**config.mk**
```make
export PLATFORM = sky130hd
export DESIGN_NAME = blk_frame_seq
export DESIGN_NICKNAME = d
export VERILOG_FILES = /design/src/rtl/blk_frame_pkg.sv /design/src/rtl/blk_frame_seq.sv
export SDC_FILE = /design/constraint.sdc
export NUM_CORES = 1
export LEC_CHECK = 0
export BUFFER_PORTS_ARGS = -buffer_cell sky130_fd_sc_hd__buf_2
export CAP_MARGIN = 20
export CORE_ASPECT_RATIO = 0.5
export CORE_MARGIN = 2
export CORE_UTILIZATION = 40
export DETAILED_ROUTE_END_ITERATION = 8
export GPL_ROUTABILITY_DRIVEN = 0
export GPL_TIMING_DRIVEN = 1
export PLACE_DENSITY = 0.61
export SLEW_MARGIN = 25
export SYNTH_ARGS = -nofsm -noshare
export SYNTH_HDL_FRONTEND = slang
export SYNTH_SLANG_ARGS = --single-unit
```
**constraint.sdc**
```tcl
create_clock -name clk -period 3.7 [get_ports clk]
set_input_delay 0.185 -clock clk [delete_from_list [all_inputs] [get_ports clk]]
set_output_delay 0.185 -clock clk [all_outputs]
set_load 0.02 [all_outputs]
```
**src/rtl/blk_frame_pkg.sv**
```systemverilog
package blk_frame_pkg;
   typedef enum logic {
      ST_IDLE = 1'b0,
      ST_BODY = 1'b1
   } frame_st_e;

   localparam int BYTE_W  = 8;
   localparam int CRC_W   = 16;
   localparam int TRAILER = 2;
endpackage

```
**src/rtl/blk_frame_seq.sv**
```systemverilog
module blk_frame_seq
   import blk_frame_pkg::*;
#(
   parameter int            DW       = 8,
   parameter int            CW       = 16,
   parameter int            MIN_LEN  = 4,
   parameter int            MAX_LEN  = 39,
   parameter logic [CW-1:0] CRC_INIT = '0
) (
   input  logic          clk,
   input  logic          rst_n,
   input  logic          acc,
   input  logic          in_sob,
   input  logic [DW-1:0] in_data,
   input  logic [CW-1:0] crc_next,
   output logic [CW-1:0] crc_base,
   output logic          pay_pos,
   output logic          done,
   output logic          crc_ok,
   output logic          len_err,
   output logic [DW-1:0] pkt_len
);
   localparam logic [DW-1:0] MIN_B  = DW'(MIN_LEN);
   localparam logic [DW-1:0] MAX_B  = DW'(MAX_LEN);
   localparam logic [DW-1:0] TAIL_B = DW'(TRAILER);
   localparam logic [DW-1:0] OVH_B  = DW'(TRAILER + 1);

   frame_st_e     st_q;
   logic [DW-1:0] pos_q, len_q, lo_q;
   logic [CW-1:0] crc_q;
   logic          bad_len;

   assign crc_base = in_sob ? CRC_INIT : crc_q;
   assign pay_pos  = (st_q == ST_BODY) && !in_sob && (pos_q < len_q - TAIL_B);
   assign bad_len  = (in_data < MIN_B) || (in_data > MAX_B);

   always_ff @(posedge clk or negedge rst_n) begin
      if (!rst_n) begin
         st_q    <= ST_IDLE;
         pos_q   <= '0;
         len_q   <= '0;
         lo_q    <= '0;
         crc_q   <= CRC_INIT;
         done    <= 1'b0;
         crc_ok  <= 1'b0;
         len_err <= 1'b0;
         pkt_len <= '0;
      end else begin
         done <= 1'b0;
         if (acc && in_sob) begin
            crc_q  <= crc_next;
            crc_ok <= 1'b0;
            pos_q  <= DW'(1);
            len_q  <= in_data;
            if (bad_len) begin
               st_q    <= ST_IDLE;
               len_err <= 1'b1;
               pkt_len <= '0;
            end else begin
               st_q    <= ST_BODY;
               len_err <= 1'b0;
               pkt_len <= in_data - OVH_B;
            end
         end else if (acc && st_q == ST_BODY) begin
            pos_q <= pos_q + DW'(1);
            if (pos_q < len_q - TAIL_B) begin
               crc_q <= crc_next;
            end else if (pos_q == len_q - TAIL_B) begin
               lo_q <= in_data;
            end else begin
               done   <= 1'b1;
               crc_ok <= ({in_data, lo_q} == crc_q);
               st_q   <= ST_IDLE;
            end
         end
      end
   end

   // completion is a single-cycle pulse
   p_done_pulse_r4: assert property (@(posedge clk) disable iff (!rst_n)
      done |=> !done);

   // a length fault never reports a pass or a completion
   p_lenerr_quiet_r2: assert property (@(posedge clk) disable iff (!rst_n)
      len_err |-> (!crc_ok && !done));

   // crc_ok only moves on a completion or after a new length byte
   p_ok_hold_r5: assert property (@(posedge clk) disable iff (!rst_n)
      !$stable(crc_ok) |-> (done || $past(acc && in_sob)));

   // an open block always has a legal length and a position inside it
   p_len_legal_r1: assert property (@(posedge clk) disable iff (!rst_n)
      (st_q == ST_BODY) |-> (len_q >= MIN_B && len_q <= MAX_B && pos_q < len_q));
endmodule

```
# Word level (Yosys, flattened, before mapping)
# Cells that the tools add are included.
# op_classes
n_addsub	3
n_lt_le_gt_ge	3
n_eq_ne	4
muxes	21
n_bitwise	2
reduce_logical	11
# ops
cell	n
2-to-1 mux 16 bit	4
2-to-1 mux 8 bit	3
equality test 16 bit	1
subtractor 8 x 2 -> 8 bit, second input constant	2
2-to-1 mux 1 bit	14
adder 8 x 1 -> 8 bit, second input constant	1
equality test 8 bit	1
> comparator 8 x 6 -> 1 bit, second input constant	1
less-than comparator 8 x 3 -> 1 bit, second input constant	1
less-than comparator 8 bit	1
logical AND 1 bit	4
inequality test 2 bit, second input constant	2
AND reduction 4 bit	1
nonzero test 2 bit	2
AND reduction 3 bit	1
NOT 1 bit	2
AND reduction 2 bit	1
zero test 1 bit	1
logical OR 1 bit	1
# totals
ff_bits	52
input_bits	28
output_inout_bits	28
word_cells	53

# Depth between registers and ports, before layout
# logic_depth
ltp_word	6
mapped_depth	11
depth_no_buf	11

# Least setup slack after synthesis
# Ideal clock, no wire load.
# synth_timing
path_type	register to output
from	register len_q[1]
to	output port pay_pos
arrival_ps	2413
required_time_ps	3515
slack_ps	1102
path_stages_with_launch	11
n_path_buf	0
cell_sequence	dfrtp_1 -> inv_1 -> ha_1 -> nand2_1 -> nor3_1 -> xnor2_1 -> ha_1 -> a21oi_1 -> o21ai_1 -> or2_2 -> nor3b_1
# synth_via
elab_chain_len	3
# synth_rtl
item	line	text
start: declaration	blk_frame_seq.sv:29	logic [DW-1:0] pos_q, len_q, lo_q;
start signal: assignment	blk_frame_seq.sv:54	len_q <= in_data;
subtractor 8 x 2 -> 8 bit	blk_frame_seq.sv:34	assign pay_pos = (st_q == ST_BODY) && !in_sob && (pos_q < len_q - TAIL_B);
less-than comparator 8 bit	blk_frame_seq.sv:34	
logical AND 1 bit	blk_frame_seq.sv:34	
end: declaration	blk_frame_seq.sv:17	output logic pay_pos,
# Every way passes these cells.

# Worst setup path in the final report
# Same ends and word-level chain as after synthesis.

==> results.txt <==
Leakage Power: 1.61 nW
Flops & latches, synth: 52
Number of clock sinks: 52
Initial DRT Pass Iterations: 4
Synth top area cells: dfrtp_1, xor2_1, mux2_2, mux2_4, ha_1
Max_cap viols: 0
Post_cts resized: 0
Via-to-Cell Ratio: 4.91
Critical path type: reg2out
Worst-margin pin slew: 0.659 ns
CTS Buf Count: 5
Filler instances: 614
CP peak stage delay: 0.41 ns
Hold WC Path Type: in2async
Largest family of logic cells by synthesized area: simple AND/OR/NAND/NOR gates
# rows: 21
Bufs and invs on worst path: 2
Longest Clk Path Bufs: 2
Most frequent cell after synthesis: dfrtp_1
Synth Area in Adders: 5.02%
Via count: 1,963
Reg2Reg Capture Point: crc_q[4]
Final worst path period need: 2.91 ns
Diode count: 0
Fin. max-slew vios: 0
Critical path peak fanout: 4
CP Data Required Time: 3.51 ns
Synth-to-layout area growth: 18.4%
Sum of negative setup slack: 0 ns
Post-DRT Antenna Nets: 0
Pwr dens: 452 mW/mm2
CP most frequent cell: ha_1
Status: complete, no violations
Crit. End Element: output port
Vias in the first global route: 1,986
Post-synthesis mux area share: 11.2%
H-tree lvl count: 2
DRT Wirelength: 5770 um
Max stage delay cell, worst path: dfrtp_1
Gate Count Post-Synth: 253
Worst Setup EP: pay_pos
Hold_ws: 0.00420 ns
Initial DRC count: 47
Synth Cell Area: 0.00274 mm2
Initial core utilization: 41.3%
Residual DRC: 0
Global route overflow: 0
DP HPWL: 4210 um
Final nets: 346
Worst Setup Start Kind: flop
Cell accounting for the most synthesized area: dfrtp_1
Chip height: 62.6 um
Synth cell count leaders: dfrtp_1, nand2_1, xor2_1
Synth Area in Simple Gates: 16.9%
Global-route wire length before repair: 9940 um
Antenna violations before repair: 0
Routed wire per std cell: 14.4 um
Skew final: 0.00386 ns
Total power: 1.47 mW
RSZ-0062 raised after global routing: false
Hold-fix buffers at CTS: 0
Final Instance Area: 0.00325 mm2
Final hold vios: 0
Synth Area per Inst: 10.8 um2
Share of layout cells above drive strength 1: 30.2%
CP Cell Sequence: inv_1 -> ha_1 -> nand2_1 -> nor3_1 -> xnor2_1 -> ha_1 -> a21oi_1 -> o21ai_1 -> or2_2 -> nor3b_1 -> buf_2
Reg-to-reg startpoint: len_q[1]
CTS tree: yes
Share of the synthesized area in the top cell type: 47.4%
Post-place instance area: 0.00310 mm2
Worst-path clk slew: 0.07 ns
I/O pin total: 56
Yosys warns: 0
Post-synth EDFFs: 0
Register area share after synthesis: 47.4%
CP delay by family, top: simple AND/OR/NAND/NOR gates
Root Buffer: clkbuf_16
Flop2flop setup slack: 0.89 ns
Max VDD drop: 0.000197 V
Final period util: 78.5%
Syn nets: 292
R2R depth: 11
Die area: 0.00758 mm2
Number of cells on the critical path: 11
Async set-reset flop share out of synthesis: 100%
Setup violators final: 0
Clk_lat worst skew: 0.29 ns
Post-synthesis cell type count: 36
Gr usage total: 16.4%
Post-Synth XOR/XNOR Area: 9.26%
Largest net degree at the start of global routing: 53
Compound-cell area share of the yosys netlist: 7.48%
Core Util, Final: 48.9%
Die width: 121 um
Max Freq: 344 MHz
Headroom to the max-slew limit: 55.9%
CORE AREA: 0.00665 mm2
Top_reg_cell synth: dfrtp_1
Setup bufs post-CTS: 0
Port Buf Inserts: 55
Critical Path AT: 2.72 ns
Crit. Startpoint: len_q[1]
worst reg2reg max path: cells and delay by family (launching register included):
kind / cells / cell delay [ns]
flip-flops: 1 / 0.41
AND/OR/NAND/NOR: 2 / 0.27
buffers and inverters: 2 / 0.41
XOR/XNOR: 1 / 0.15
multiplexers: 1 / 0.38
AO/OA/AOI/OAI: 3 / 0.60
adder cells (fa/ha/maj): 2 / 0.47
stage by stage:
step	setup WS, ns	std cells
after floorplan	1.10	253
after global placement	1.01	392
after detailed placement	0.886	392
after CTS	0.763	400
after global routing	0.608	400
final	0.794	400
cells in the final DEF (no fill, tap or decap), types with 2 or more instances in the layout:
cell type / Yosys / routed
mux2_4: 10 / 10
o21ai_0: 11 / 11
o21a_1: 2 / 2
xor2_1: 23 / 23
buf_4: 0 / 2
ha_1: 11 / 11
mux2_2: 14 / 14
inv_1: 6 / 6
nand2_1: 36 / 36
and3_1: 3 / 3
nor3_1: 6 / 6
nand4_1: 6 / 6
a21oi_1: 8 / 8
nor2_1: 6 / 6
nor2b_1: 17 / 17
and2_1: 4 / 4
clkbuf_16: 0 / 5
and4_1: 2 / 2
nor4_1: 4 / 4
buf_2: 1 / 55
xnor2_1: 6 / 6
dfrtp_1: 52 / 52
nor3b_1: 2 / 2
or3_1: 2 / 2
sequential cells by signal, summed over array words and instances (netlist names):
signal   count
crc_ok       1
crc_q       16
done         1
len_err      1
len_q        8
lo_q         8
pkt_len      8
pos_q        8
st_q         1
report_power, final:
| part | total, mW | internal, mW | switching, mW |
|---|---|---|---|
| sequential | 0.677 | 0.624 | 0.0539 |
| clock | 0.469 | 0.270 | 0.199 |
| combinational | 0.323 | 0.153 | 0.171 |
| total | 1.47 | 1.05 | 0.424 |
cell families (layout without fill, tap and decap cells):
kind of cell | count (synthesis) | after routing
AND/OR/NAND/NOR | 91 | 91
flip-flops | 52 | 52
AO/OA/AOI/OAI | 30 | 30
XOR/XNOR | 29 | 29
multiplexers | 24 | 24
buffers and inverters | 16 | 71
adder cells (fa/ha/maj) | 11 | 11
final cells by class:
class                      count  area, um2  area share (%)
multi-input combinational    185       1370            42.1
sequential                    52       1300            40.1
timing repair buffer          57        290            8.94
clock buffer                   7        143            4.39
tap                           92        115            3.54
inverter                       6       22.5           0.693
clock inverter                 1       7.51           0.231
worst min path at each step:
stage / startpoint / end / slack, ns / depth (start not counted)
floorplan: rst_n / crc_ok / -0.11 / 0
global placement: rst_n / crc_q[4] / 0.33 / 2
detailed placement: rst_n / crc_q[15] / 0.34 / 2
CTS: rst_n / crc_q[15] / 0.03 / 2
global route: rst_n / crc_q[15] / 0.07 / 2
finish: rst_n / crc_q[15] / 0.004 / 2
metal layers:
layer / GRT usage [%] / vias to the layer above / wire, um
li1: - / 974 / -
met2: 27.7 / 23 / 2850
met5: 0 / - / 0
met3: 3.01 / 5 / 129
met4: 3.49 / 0 / 32
met1: 22.1 / 961 / 2760
No activity file was read; power rests on OpenSTA's default activity.
